### config.mk
export PLATFORM = sky130hd
export DESIGN_NAME = exc_unit
export DESIGN_NICKNAME = d
export VERILOG_FILES = /design/src/rtl/exc_pkg.sv /design/src/rtl/exc_ctrl.sv /design/src/rtl/exc_datapath.sv /design/src/rtl/exc_unit.sv
export SDC_FILE = /design/constraint.sdc
export NUM_CORES = 1
export LEC_CHECK = 0
export CAP_MARGIN = 40
export CORE_MARGIN = 1.5
export CORE_UTILIZATION = 40
export DETAILED_ROUTE_END_ITERATION = 8
export PLACE_DENSITY = 0.79
export SETUP_SLACK_MARGIN = 0.3
export SYNTH_ARGS = -nofsm -noshare
export SYNTH_HDL_FRONTEND = slang
export SYNTH_SLANG_ARGS = --single-unit
### constraint.sdc
create_clock -name clk -period 4.38 [get_ports clk]
set_clock_uncertainty 0.1 [all_clocks]
set_input_delay 0.657 -clock clk [delete_from_list [all_inputs] [get_ports clk]]
set_output_delay 0.657 -clock clk [all_outputs]
set_load 0.02 [all_outputs]
### src/rtl/exc_pkg.sv
package exc_pkg;
  localparam logic [1:0] SR_CTRL = 2'd0;
  localparam logic [1:0] SR_VEC  = 2'd1;
  localparam logic [1:0] SR_STAT = 2'd2;
  localparam logic [1:0] SR_EAR  = 2'd3;

  localparam int BIT_OIE = 0;
  localparam int BIT_IE  = 1;
  localparam int BIT_OKU = 2;
  localparam int BIT_KU  = 3;
  localparam int MASK_LO = 4;

  typedef struct packed {
    logic takeExc;
    logic doRfe;
    logic wrCtrl;
    logic wrVec;
    logic wrStat;
    logic wrEar;
  } excStrobes_t;
endpackage

### src/rtl/exc_ctrl.sv
module exc_ctrl
  import exc_pkg::*;
#(
  parameter int NUM_IRQ = 8,
  parameter int NUM_SW  = 4
) (
  input  logic [NUM_IRQ-1:0] irqLines,
  input  logic [NUM_SW-1:0]  swExc,
  input  logic               ieBit,
  input  logic [NUM_IRQ-1:0] irqMask,
  input  logic               rfeStrobe,
  input  logic               regWrEn,
  input  logic [1:0]         regAddr,
  output excStrobes_t        strobes
);
  logic irqHit;
  logic swHit;
  logic wrOk;

  always_comb begin
    irqHit = ieBit && (|(irqLines & irqMask));
    swHit  = |swExc;
    strobes.takeExc = swHit || irqHit;
    strobes.doRfe   = rfeStrobe && !strobes.takeExc;
    wrOk            = regWrEn && !strobes.takeExc && !rfeStrobe;
    strobes.wrCtrl  = wrOk && (regAddr == SR_CTRL);
    strobes.wrVec   = wrOk && (regAddr == SR_VEC);
    strobes.wrStat  = wrOk && (regAddr == SR_STAT);
    strobes.wrEar   = wrOk && (regAddr == SR_EAR);
  end
endmodule

### src/rtl/exc_datapath.sv
module exc_datapath
  import exc_pkg::*;
#(
  parameter int XLEN    = 32,
  parameter int NUM_IRQ = 8,
  parameter int NUM_SW  = 4
) (
  input  logic               clk,
  input  logic               rstN,
  input  excStrobes_t        strobes,
  input  logic [XLEN-1:0]    nextPc,
  input  logic [NUM_IRQ-1:0] irqLines,
  input  logic [NUM_SW-1:0]  swExc,
  input  logic [1:0]         regAddr,
  input  logic [XLEN-1:0]    regWrData,
  output logic [XLEN-1:0]    regRdData,
  output logic               ieBit,
  output logic               oieBit,
  output logic               kuBit,
  output logic               okuBit,
  output logic [NUM_IRQ-1:0] irqMask,
  output logic [XLEN-1:0]    vecVal,
  output logic               redirectValid,
  output logic [XLEN-1:0]    redirectPc
);
  localparam int MASK_HI = MASK_LO + NUM_IRQ - 1;
  localparam int CTRL_W  = MASK_HI + 1;
  localparam logic [CTRL_W-1:0] CTRL_RST = CTRL_W'(1) << BIT_KU;

  logic [CTRL_W-1:0]  ctrlQ;
  logic [XLEN-1:0]    vecQ;
  logic [XLEN-1:0]    earQ;
  logic [NUM_SW-1:0]  swQ;
  logic [NUM_IRQ-1:0] irqQ;
  logic               redirValidQ;
  logic [XLEN-1:0]    redirPcQ;

  always_ff @(posedge clk) begin
    if (!rstN) begin
      ctrlQ       <= CTRL_RST;
      vecQ        <= '0;
      earQ        <= '0;
      swQ         <= '0;
      irqQ        <= '0;
      redirValidQ <= 1'b0;
      redirPcQ    <= '0;
    end else begin
      irqQ        <= irqLines;
      redirValidQ <= strobes.takeExc || strobes.doRfe;
      if (strobes.takeExc) begin
        earQ            <= nextPc;
        swQ             <= swExc;
        ctrlQ[BIT_OIE]  <= ctrlQ[BIT_IE];
        ctrlQ[BIT_OKU]  <= ctrlQ[BIT_KU];
        ctrlQ[BIT_IE]   <= 1'b0;
        ctrlQ[BIT_KU]   <= 1'b1;
        redirPcQ        <= vecQ;
      end else if (strobes.doRfe) begin
        ctrlQ[BIT_IE]   <= ctrlQ[BIT_OIE];
        ctrlQ[BIT_KU]   <= ctrlQ[BIT_OKU];
        redirPcQ        <= earQ;
      end else begin
        if (strobes.wrCtrl) ctrlQ <= regWrData[CTRL_W-1:0];
        if (strobes.wrVec)  vecQ  <= regWrData;
        if (strobes.wrStat) swQ   <= regWrData[CTRL_W +: NUM_SW];
        if (strobes.wrEar)  earQ  <= regWrData;
      end
    end
  end

  always_comb begin
    unique case (regAddr)
      SR_CTRL: regRdData = XLEN'(ctrlQ);
      SR_VEC:  regRdData = vecQ;
      SR_STAT: regRdData = XLEN'({swQ, irqQ, {MASK_LO{1'b0}}});
      default: regRdData = earQ;
    endcase
  end

  assign ieBit         = ctrlQ[BIT_IE];
  assign oieBit        = ctrlQ[BIT_OIE];
  assign kuBit         = ctrlQ[BIT_KU];
  assign okuBit        = ctrlQ[BIT_OKU];
  assign irqMask       = ctrlQ[MASK_HI:MASK_LO];
  assign vecVal        = vecQ;
  assign redirectValid = redirValidQ;
  assign redirectPc    = redirPcQ;
endmodule

### src/rtl/exc_unit.sv
module exc_unit
  import exc_pkg::*;
#(
  parameter int XLEN    = 32,
  parameter int NUM_IRQ = 8,
  parameter int NUM_SW  = 4
) (
  input  logic               clk,
  input  logic               rstN,
  input  logic [XLEN-1:0]    nextPc,
  input  logic [NUM_IRQ-1:0] irqLines,
  input  logic [NUM_SW-1:0]  swExc,
  input  logic               rfeStrobe,
  input  logic               regWrEn,
  input  logic [1:0]         regAddr,
  input  logic [XLEN-1:0]    regWrData,
  output logic [XLEN-1:0]    regRdData,
  output logic               redirectValid,
  output logic [XLEN-1:0]    redirectPc,
  output logic               kernelMode
);
  excStrobes_t        strobes;
  logic               ieBit;
  logic               oieBit;
  logic               kuBit;
  logic               okuBit;
  logic [NUM_IRQ-1:0] irqMask;
  logic [XLEN-1:0]    vecVal;

  exc_ctrl #(.NUM_IRQ(NUM_IRQ), .NUM_SW(NUM_SW)) uCtrl (
    .irqLines (irqLines),
    .swExc    (swExc),
    .ieBit    (ieBit),
    .irqMask  (irqMask),
    .rfeStrobe(rfeStrobe),
    .regWrEn  (regWrEn),
    .regAddr  (regAddr),
    .strobes  (strobes)
  );

  exc_datapath #(.XLEN(XLEN), .NUM_IRQ(NUM_IRQ), .NUM_SW(NUM_SW)) uPath (
    .clk          (clk),
    .rstN         (rstN),
    .strobes      (strobes),
    .nextPc       (nextPc),
    .irqLines     (irqLines),
    .swExc        (swExc),
    .regAddr      (regAddr),
    .regWrData    (regWrData),
    .regRdData    (regRdData),
    .ieBit        (ieBit),
    .oieBit       (oieBit),
    .kuBit        (kuBit),
    .okuBit       (okuBit),
    .irqMask      (irqMask),
    .vecVal       (vecVal),
    .redirectValid(redirectValid),
    .redirectPc   (redirectPc)
  );

  assign kernelMode = kuBit;
endmodule

# Word-level counts from Yosys, hierarchy flattened
# Cells that the tools add are included.
[word_totals] in_bits=82 wordCells=58 memories=0 latchBits=0 rom_bits=0 ramBits=0 out_inout_bits=66 ff_bits=121
[op_classes] eq_ne=4 magnitude_cmp=0 n_mul=0 n_addsub=0 muxes=15 bitwise=4 reduce_logical=26 div=0 shifts=0
[ops] operator="$mux W32" n=5
[ops] operator="$pmux W32 S3" n=1
[ops] operator="$mux W4" n=4
[ops] operator="$reduce_bool A2 Y1" n=5
[ops] operator="$and A8 B8 Y8" n=1
[ops] operator="$logic_and A1 B1 Y1" n=8
[ops] operator="$reduce_or A8 Y1" n=1
[ops] operator="$reduce_and A2 Y1" n=3
[ops] operator="$reduce_and A3 Y1" n=2
[ops] operator="$eq A2 B2 Y1 const B" n=2
[ops] operator="$mux W1" n=4
[ops] operator="$reduce_or A4 Y1" n=1
[ops] operator="$mux W3" n=1
[ops] operator="$not A1 Y1" n=3
[ops] operator="$eq A2 B1 Y1 const B" n=1
[ops] operator="$logic_not A1 Y1" n=2
[ops] operator="$logic_not A2 Y1" n=1
[ops] operator="$logic_or A1 B1 Y1" n=2
[ops] operator="$ne A2 B1 Y1 const B" n=1
[ops] operator="$reduce_or A2 Y1" n=1

# Depth between registers and ports, before layout
# Gate-level depths: netlist (run 1).
[logic_depth] word_depth=11 ltp_mapped=6 depth_no_buf=4

# By module
# From an unflattened synthesis (run 1), not the netlist that was laid out.
[unflattened] hier_cells=605 area_unflattened_um2=5576.6
[by_module_without_submodules] module="exc_datapath" n_inst=1 cells_each=585 area_each_um2=5445.2 seq_area_each_um2=2422.3
[by_module_without_submodules] module="exc_ctrl" n_inst=1 cells_each=20 area_each_um2=131.4 seq_area_each_um2=0.0

# Worst setup path before layout (run 1)
# Ideal clock, no wire load.
[synth_timing] kind="input-to-output" start="input port regAddr[0]" end="output port regRdData[18]" cell_stages=4 arrival_time_ns=2.048 path_slack_ns=1.575 path_buffers=3 path_cell_list="clkbuf_1 -> clkbuf_1 -> clkbuf_1 -> nor2b_1"
[synth_between] elab_chain_cells=2 word_cells_on_any_way=4
[synth_lines] item="start: declaration" line="exc_unit.sv:15" text="input logic [1:0] regAddr,"
[synth_lines] item="$eq A2 B2 Y1, or another cell as far along" line="exc_datapath.sv:72" text="unique case (regAddr)"
[synth_lines] item="$pmux W32 S3 *" line="exc_datapath.sv:72"
[synth_lines] item="end: declaration" line="exc_unit.sv:17" text="output logic [XLEN-1:0] regRdData,"
# Mark *: on every way between the ends. The rest lies on a longest branch, timed or not.

# Worst setup path after layout (run 1)
[layout_timing] start="input port regAddr[0]" end="output port regRdData[2]"
# Same word-level chain as after synthesis.

==> results.ini, run 1 <==
[status]
outcome=finished clean

[hold_path]
hold_end=uPath.vecVal[13]
holdPathStages=2
hp-class=reg2reg
min_from=uPath.vecVal[13]

[worst_setup_path]
crit_required_ps=3620
path_cells=buf_2, nor2_1, a22o_1, clkdlybuf4s50_1
rr_startpoint=uPath.ctrlQ[9]
setup.worst_path.end_class=primary output
cp-start-kind=primary input
critPathLaunch=regAddr[0]
crit_type=in2out
reg2reg_depth=6
rr_endpoint=uPath.vecVal[7]
cp.buffers_inverters=2
cpPeakStageDelay_ps=640
cpMaxStageDelayCell=buf_2
reg2reg_slack_ps=1770
arrival_ps=2510
crit_family=buffers and inverters
cp_max_fo=38

[routing]
ant_nets=0
vias=5275
routedWlPerCell_um=18.9
route.detailed.drc=0
drt-pass1-iter-count=5
first_iter_violations=451
wl_um=17400
vias_per_cell=5.74

[logic_synthesis]
ys_seq_elements=121
synthCells=600
synth_cell_types=31
syn-num-nets=682
synth.avg_cell_area_um2=9.78
ys.flop_type=dfxtp_1
syn_area_mm2=0.00587
ys_warn_count=0
ys_top_cells_by_area=dfxtp_1 41%, mux2i_1 21%, o211a_1 5.5%
yosysSeqAreaShare=0.413
synth_top_cell_area_share=0.413
synth_edf_count=0
synth_async_sr_flop_share=0
synth_top_cell_by_area=dfxtp_1

[floorplan]
start_util=0.407
die_area_mm2=0.0154
die_x_um=124
die_y_um=124
boundaryPins=148
rows=44
core_mm2=0.0144

[pwr]
p_seq_frac=0.399
power_uw=2900
power.density_mw_per_mm2=360
p_comb_frac=0.115
power.share.clock=0.486
p_int_uw=2220
switching_power_uw=685
sw_frac_of_total=0.236
vdd_drop_max_v=0.000237
leakagePower_uw=0.00360

[global_routing]
overflow=0
grt_pass1_wl_um=27400
grt_usage=0.230
grt_pass1_vias=5375
antenna_found_initial=0
grt_max_degree=73

[sta]
setup_viol=0
final_hold_viol_count=0
fin_tns_setup_ps=0
slew_viol_final=0
rsz0062_at_grt=no
fmax_mhz=306
period_share=0.747
min_period_ps=3270
maxSlewHeadroom=0.430
tightest_slew_ps=850

[cts]
clock_sinks=121
cts_setup_buffers=0
clk-insertion-delay-late_ps=410
numCtsBuffers=17
clk_pin_slew_ps=50
cts_tree=done
clock_path_buffers=2
cts_resized=0
postCtsHoldBufs=0
h-tree-depth=4
root_buffer=clkbuf_16

[placed_design]
gp_congestion=0.781
portBuffers=147
hpwl_um=11200

[cells_and_area]
nets=804
drive_above_1_share=0.0952
syn_to_final_growth_pct=37.5
layout_commonest_cell=clkdlybuf4s50_1
n_antenna_cell=0
final_cell_mix=143 x clkdlybuf4s50_1, 121 x mux2i_1, 121 x dfxtp_1

[run]
drv_cap=0

==> state kept, by name (all words and copies together), names as in the netlist <==
register             count
uPath.ctrlQ             12
uPath.redirectValid      1
uPath.vecVal            32
uPath.earQ              32
uPath.swQ                4
uPath.redirectPc        32
uPath.irqQ               8
==> worst reg2reg max path, cell delays in order (launching register included) <==
cell	delay, ps
dfxtp_1	340
a22o_1	250
o41ai_4	360
buf_4	650
nand3b_1	190
buf_4	350
mux2i_1	210
==> routing by layer <==
layer  vias up  GRT usage  routed length (um)
met5         -          0                   0
met4         0     0.0916                 394
met3        27     0.0568                1020
met2       209      0.389                8630
met1      2598      0.281                7370
li1       2441          -                   -
==> cells in the mapped netlist (all sizes together), types with 2 or more instances <==
cell	n
nand2	75
dfxtp	121
inv	2
mux2i	121
a22o	12
nand2b	5
mux4	8
and4b	2
a31oi	4
clkbuf	33
a311oi	2
nor2b	18
and2	9
nor2	6
nand3	33
a21oi	34
mux2	8
a211oi	37
o211a	32
buf	28
==> power by group through the flow <==
| stage | registers (uW) | clock network, uW | logic, uW |
|---|---|---|---|
| 6_report | 1160 | 1410 | 332 |
| 3_3_place_gp | 1180 | 0 | 321 |
| 4_1_cts | 1160 | 1420 | 333 |
| 2_1_floorplan | 1180 | 0 | 169 |
| 3_5_place_dp | 1180 | 0 | 331 |
| 5_1_grt | 1160 | 1490 | 356 |
==> logic make-up (layout without fill, tap and decap cells) <==
family                 Yosys count  after routing  synth area share
AND/OR/NAND/NOR                153            153             0.124
buffers and inverters           63            198            0.0441
flip-flops                     121            121             0.413
multiplexers                   137            137             0.252
AO/OA/AOI/OAI                  126            126             0.166
==> final cells by class <==
class                      count  area [um^2]
fill                        1240         6350
multi-input combinational    416         3200
sequential                   121         2420
timing repair buffer         164         1620
clock buffer                  20          447
tap                          184          230
clock inverter                12          150
inverter                       2         7.51
==> through the flow <==
step | instances | util | setup slack, ps | hold WS, ps | area [um^2]
detailed placement | 887 | 0.518 | 1060 | 366 | 7470
global route | 919 | 0.560 | 953 | 400 | 8070
finish | 919 | 0.560 | 1110 | 382 | 8070
CTS | 919 | 0.560 | 1120 | 378 | 8070
floorplan | 600 | - | 1570 | 345 | 5870
global placement | 884 | 0.515 | 964 | 358 | 7430
==> worst max path at each step <==
| stage | end | slack, ps | cells after the start |
|---|---|---|---|
| finish | regRdData[2] | 1110 | 4 |
| global route | regRdData[2] | 950 | 4 |
| CTS | regRdData[2] | 1120 | 4 |
| detailed placement | uPath.vecVal[5] | 1060 | 7 |
| global placement | regRdData[0] | 960 | 4 |
| floorplan | regRdData[18] | 1570 | 4 |
Power figures use the tool's default switching activity.
==> inputs of run 2 (changes only) <==
--- a/config.mk
+++ b/config.mk
@@ -9,7 +9,7 @@
 export CORE_MARGIN = 1.5
 export CORE_UTILIZATION = 40
 export DETAILED_ROUTE_END_ITERATION = 8
-export PLACE_DENSITY = 0.79
+export PLACE_DENSITY = 0.82
 export SETUP_SLACK_MARGIN = 0.3
 export SYNTH_ARGS = -nofsm -noshare
 export SYNTH_HDL_FRONTEND = slang
==> constraint.sdc (replaced) <==
create_clock -name clk -period 2.8 [get_ports clk]
set_clock_uncertainty 0.1 [all_clocks]
set_input_delay 0.42 -clock clk [delete_from_list [all_inputs] [get_ports clk]]
set_output_delay 0.42 -clock clk [all_outputs]
set_load 0.02 [all_outputs]
==> run 2 against run 1 <==
Setup slack worse by 740 ps. Core utilization is 0.77 points higher. Via count is 1.3% lower. Combinational power is 58% higher. Total power is 59% higher. Largest cell class unchanged. Largest power group unchanged.
==> results.ini, run 2 (synthesis results as in run 1) <==
[floorplan]
die_y_um=124  ; unchanged
start_util=0.407  ; unchanged
core_mm2=0.0144  ; unchanged
die_x_um=124  ; unchanged
boundaryPins=148  ; unchanged
rows=44  ; unchanged
die_area_mm2=0.0154  ; unchanged

[cts]
h-tree-depth=4  ; unchanged
clk-insertion-delay-late_ps=420  ; about the same
cts_tree=done
postCtsHoldBufs=0  ; unchanged
clock_sinks=121  ; unchanged
clock_path_buffers=2  ; unchanged
clk_pin_slew_ps=50  ; about the same
cts_setup_buffers=0  ; unchanged
root_buffer=clkbuf_16
numCtsBuffers=17  ; unchanged

[worst_setup_path]
path_cells=buf_4, buf_4, mux2i_1, nor2b_1, clkdlybuf4s50_1
rr_endpoint=uPath.swQ[1]
reg2reg_depth=5  ; -1
cpMaxStageDelayCell=clkdlybuf4s50_1
crit_family=buffers and inverters
crit_required_ps=2280  ; -1340 ps
crit_type=in2out
cpPeakStageDelay_ps=540  ; -100 ps
critPathMostFrequentCell=buf_4
cp-start-kind=primary input
arrival_ps=1920  ; -590 ps
cp.buffers_inverters=3  ; +1
cp_max_fo=19  ; -50%
reg2reg_slack_ps=620  ; -1150 ps
setup.worst_path.end_class=primary output
rr_startpoint=uPath.ctrlQ[9]

[global_routing]
grt_usage=0.223  ; -0.00702
antenna_found_initial=0  ; unchanged
overflow=0  ; unchanged
grt_pass1_vias=5045  ; -6.1%
grt_pass1_wl_um=26100  ; -4.8%
grt_max_degree=59  ; -19%

[pwr]
sw_frac_of_total=0.232  ; -0.00400
p_int_uw=3530  ; +59%
power.share.clock=0.493  ; +0.007
power.density_mw_per_mm2=563  ; +56%
switching_power_uw=1070  ; +56%
p_comb_frac=0.114  ; about the same
vdd_drop_max_v=0.000395  ; +66%
p_seq_frac=0.393  ; -0.006
leakagePower_uw=0.00366  ; +1.8%

[hold_path]
hold_end=uPath.redirectPc[11]
hp-class=in2reg
min_from=rfeStrobe
holdPathStages=3  ; +1

[routing]
drt-pass1-iter-count=5  ; unchanged
vias=5209  ; -1.3%
routedWlPerCell_um=18.4  ; -2.7%
ant_nets=0  ; unchanged
vias_per_cell=5.61  ; -2.3%
route.detailed.drc=0  ; unchanged
wl_um=17100  ; -1.6%
first_iter_violations=373  ; -17%

[sta]
setup_viol=0  ; unchanged
rsz0062_at_grt=no
period_share=0.870
fin_tns_setup_ps=0  ; unchanged
final_hold_viol_count=0  ; unchanged
fmax_mhz=411
tightest_slew_ps=608  ; -242 ps
setup_slack_ps=364  ; -744 ps
maxSlewHeadroom=0.595  ; +0.165
min_period_ps=2440
hold_ws_ps=330  ; -51.2 ps
slew_viol_final=0  ; unchanged

[cells_and_area]
post-route-cell-area_mm2=0.00818  ; +1.4%
final_util=0.567  ; +0.00772
layout_commonest_cell=clkdlybuf4s50_1
final_cell_mix=143 x clkdlybuf4s50_1, 121 x mux2i_1, 121 x dfxtp_1
drive_above_1_share=0.109  ; +0.0135
nets=814  ; +1.2%
syn_to_final_growth_pct=39.4
n_antenna_cell=0  ; unchanged
fill_cells=1236  ; -0.32%

[placed_design]
hpwl_um=11300  ; +0.54%
gp_congestion=0.787  ; +0.76%
pre_cts_slack_ps=123  ; -934 ps
placed_area_mm2=0.00756  ; +1.2%
portBuffers=147  ; unchanged

[run]
drv_cap=0  ; unchanged

[status]
outcome=finished clean

-- run 2: timing repair --
action,4_1_cts,5_1_grt
endpoints found under the setup margin,14,15
hold endpoints to repair,0,0
resized for setup,1,2
-- run 2: layout make-up --
| cell class | count | area, um^2 | area share |
|---|---|---|---|
| well taps | 184 | 230 | 0.0281 |
| multi-input cells | 416 | 3200 | 0.391 |
| clock inverters | 13 | 178 | 0.0217 |
| clock buffers | 19 | 433 | 0.0529 |
| inverters | 2 | 7.51 | 0.000918 |
| flip-flops and latches | 121 | 2420 | 0.296 |
| repair buffers | 174 | 1710 | 0.209 |
-- run 2: worst max-delay path by stage --
stage / cells past startpoint / end / startpoint
global placement: 6 / uPath.ctrlQ[3] / irqLines[5]
finish: 5 / regRdData[22] / regAddr[1]
global route: 4 / regRdData[0] / regAddr[0]
CTS: 4 / regRdData[31] / regAddr[0]
detailed placement: 6 / uPath.swQ[1] / irqLines[5]
floorplan: 4 / regRdData[18] / regAddr[0]
-- run 2: power groups by stage --
stage / Clock, uW / Combinational (uW) / Sequential [uW]
global placement: 0 / 513 / 1840
finish: 2270 / 525 / 1810
detailed placement: 0 / 522 / 1840
CTS: 2290 / 525 / 1810
global route: 2380 / 558 / 1810
floorplan: 0 / 264 / 1850
-- run 2: stage by stage --
step / total power, uW / cells
CTS: 4630 / 929
finish: 4600 / 929
detailed placement: 2370 / 897
floorplan: 2110 / 600
global placement: 2350 / 896
global route: 4750 / 929
-- run 2: routing by layer --
metal | vias up | GRT usage | routed length [um]
met4 | 0 | 0.0923 | 464
met5 | - | 0 | 0
met1 | 2517 | 0.281 | 7430
li1 | 2464 | - | -
met2 | 194 | 0.367 | 8300
met3 | 34 | 0.0536 | 937
-- run 2: worst register-to-register path: stages, from the launching register on --
cell and delay, ps:
dfxtp_1 340, a22o_1 250, o41ai_4 580, buf_4 400, a31oi_1 140, a211oi_1 280
==> inputs of run 3 (changes only) <==
--- a/config.mk
+++ b/config.mk
@@ -6,7 +6,7 @@
 export NUM_CORES = 1
 export LEC_CHECK = 0
 export CAP_MARGIN = 40
-export CORE_MARGIN = 1.5
+export CORE_MARGIN = 2
 export CORE_UTILIZATION = 40
 export DETAILED_ROUTE_END_ITERATION = 8
 export PLACE_DENSITY = 0.82
==> run 3 against run 2 <==
Critical path depth unchanged. Total power decreased by 6.4%. Critical endpoint is now regRdData[31]. Hold slack got worse by 12 ps. Core utilization decreased by 0.62 points. Largest cell class unchanged. Routed wire length decreased by 2.8%. Critical path type unchanged. Via count decreased by 2.1%. Global-route usage decreased by 1.5 points. Non-clock buffer count decreased by 1. Clock power decreased by 13%.
==> results.ini, run 3 (synthesis results as in run 1) <==
[sta]
period_share=0.848  ; -0.0221
slew_viol_final=0  ; unchanged
final_hold_viol_count=0  ; unchanged
maxSlewHeadroom=0.672  ; +0.0771
fin_tns_setup_ps=0  ; unchanged
min_period_ps=2370  ; -62.0 ps
tightest_slew_ps=492  ; -116 ps
fmax_mhz=421  ; +2.6%
rsz0062_at_grt=no
setup_viol=0  ; unchanged

[cts]
clk-insertion-delay-late_ps=410  ; about the same
clock_path_buffers=2  ; unchanged
postCtsHoldBufs=0  ; unchanged
numCtsBuffers=17  ; unchanged
cts_tree=done
clk_pin_slew_ps=50  ; about the same
h-tree-depth=4  ; unchanged
root_buffer=clkbuf_16
clock_sinks=121  ; unchanged
cts_setup_buffers=0  ; unchanged

[worst_setup_path]
setup.worst_path.end_class=primary output
cp_max_fo=17  ; -2
cp-start-kind=primary input
crit_required_ps=2280  ; about the same
critPathLaunch=regAddr[1]
crit_type=in2out
arrival_ps=1850  ; -70 ps
rr_startpoint=uPath.ctrlQ[10]

[cells_and_area]
syn_to_final_growth_pct=37.9
regArea_mm2=0.00242  ; unchanged
post-route-cell-area_mm2=0.00809  ; -1.1%
instances_no_fill=928  ; -0.11%
multi_input_area_mm2=0.00320  ; about the same
fill_cells=1247  ; +0.89%
layout_commonest_cell=clkdlybuf4s50_1
nets=813  ; -0.12%
drive_above_1_share=0.103  ; -0.00523
n_antenna_cell=0  ; unchanged
final_util=0.561  ; -0.00616
final_cell_mix=143 x clkdlybuf4s50_1, 121 x mux2i_1, 121 x dfxtp_1

[placed_design]
placed_area_mm2=0.00756  ; about the same
gp_congestion=0.810  ; +2.9%
hpwl_um=11200  ; -0.37%
placedCellCount=896  ; -0.11%
portBuffers=147  ; unchanged

[pwr]
power_uw=4310  ; -6.4%
power.share.clock=0.459  ; -0.034
leakagePower_uw=0.00363  ; -0.96%
sw_frac_of_total=0.238  ; +0.00606
p_int_uw=3280  ; -7.2%
power.density_mw_per_mm2=532  ; -5.4%
p_comb_frac=0.121  ; +0.007
p_seq_frac=0.420  ; +0.027
vdd_drop_max_v=0.000467  ; +18%
switching_power_uw=1030  ; -4.0%

[hold_path]
hp-class=in2reg
min_from=rstN

[global_routing]
grt_max_degree=115  ; +95%
grt_usage=0.208  ; -0.0153
grt_pass1_vias=5009  ; -0.71%
grt_pass1_wl_um=26200  ; +0.37%
antenna_found_initial=0  ; unchanged
overflow=0  ; unchanged

[routing]
ant_nets=0  ; unchanged
first_iter_violations=315  ; -16%
vias=5099  ; -2.1%
routedWlPerCell_um=17.9  ; -2.7%
route.detailed.drc=0  ; unchanged
drt-pass1-iter-count=5  ; unchanged
vias_per_cell=5.49  ; -2.0%
wl_um=16600  ; -2.8%

[floorplan]
start_util=0.407  ; unchanged
rows=44  ; unchanged
die_x_um=125  ; +0.81%
die_y_um=125  ; +0.81%
core_mm2=0.0144  ; unchanged
boundaryPins=148  ; unchanged
die_area_mm2=0.0157  ; +1.6%

[status]
outcome=finished clean

[run]
drv_cap=0  ; unchanged

-- run 3: cell types whose count changed in the layout (fill, tap and decap cells not counted), sizes merged --
cell | previous run | this run
clkinv | 8 | 9
clkbuf | 20 | 22
bufinv | 4 | 1
clkinvlp | 2 | 1
-- run 3: cell type report --
type / count / share of cell area
clock buffer: 22 / 0.0561
clock inverter: 10 / 0.00959
inverter: 2 / 0.000928
multi-input combinational: 416 / 0.395
sequential: 121 / 0.299
tap: 184 / 0.0284
timing repair buffer: 173 / 0.211
-- run 3: final timing paths --
| kind | endpoint | slack (ps) | cells past startpoint |
|---|---|---|---|
| min reg2reg | uPath.vecVal[12] | 370 | 2 |
| max | regRdData[31] | 430 | 5 |
| min | uPath.redirectPc[29] | 320 | 3 |
| max reg2reg | uPath.ctrlQ[1] | 780 | 5 |
-- run 3: per-stage QoR --
step	setup slack (ps)	hold WS [ps]
after global routing	339	314
after global placement	266	356
after detailed placement	258	368
after floorplan	469	345
final	426	319
after CTS	406	306
-- run 3: power groups by stage --
| stage | registers [uW] | logic, uW | clock network (uW) |
|---|---|---|---|
| final | 1810 | 522 | 1970 |
| after global routing | 1810 | 556 | 2080 |
| after CTS | 1810 | 523 | 2000 |
| after detailed placement | 1840 | 519 | 0 |
| after global placement | 1840 | 515 | 0 |
| after floorplan | 1850 | 264 | 0 |
-- run 3: metal layers --
layer  wire length, um  global-route usage  share of wire
met4               339              0.0850          0.020
met3               768              0.0436          0.046
met1              7450               0.267           0.45
met2              8090               0.342           0.49
met5                 0                   0              0
-- run 3: worst max-delay path: stages --
cell and delay [ps]:
buf_4 250, buf_4 290, mux2i_1 270, nor2b_1 70
clkdlybuf4s50_1 540
-- run 3: repair_timing --
item | in CTS | in global routing
endpoints found under the setup margin | 17 | 0
hold endpoints to repair | 0 | 0
resized for setup | 2 | 0
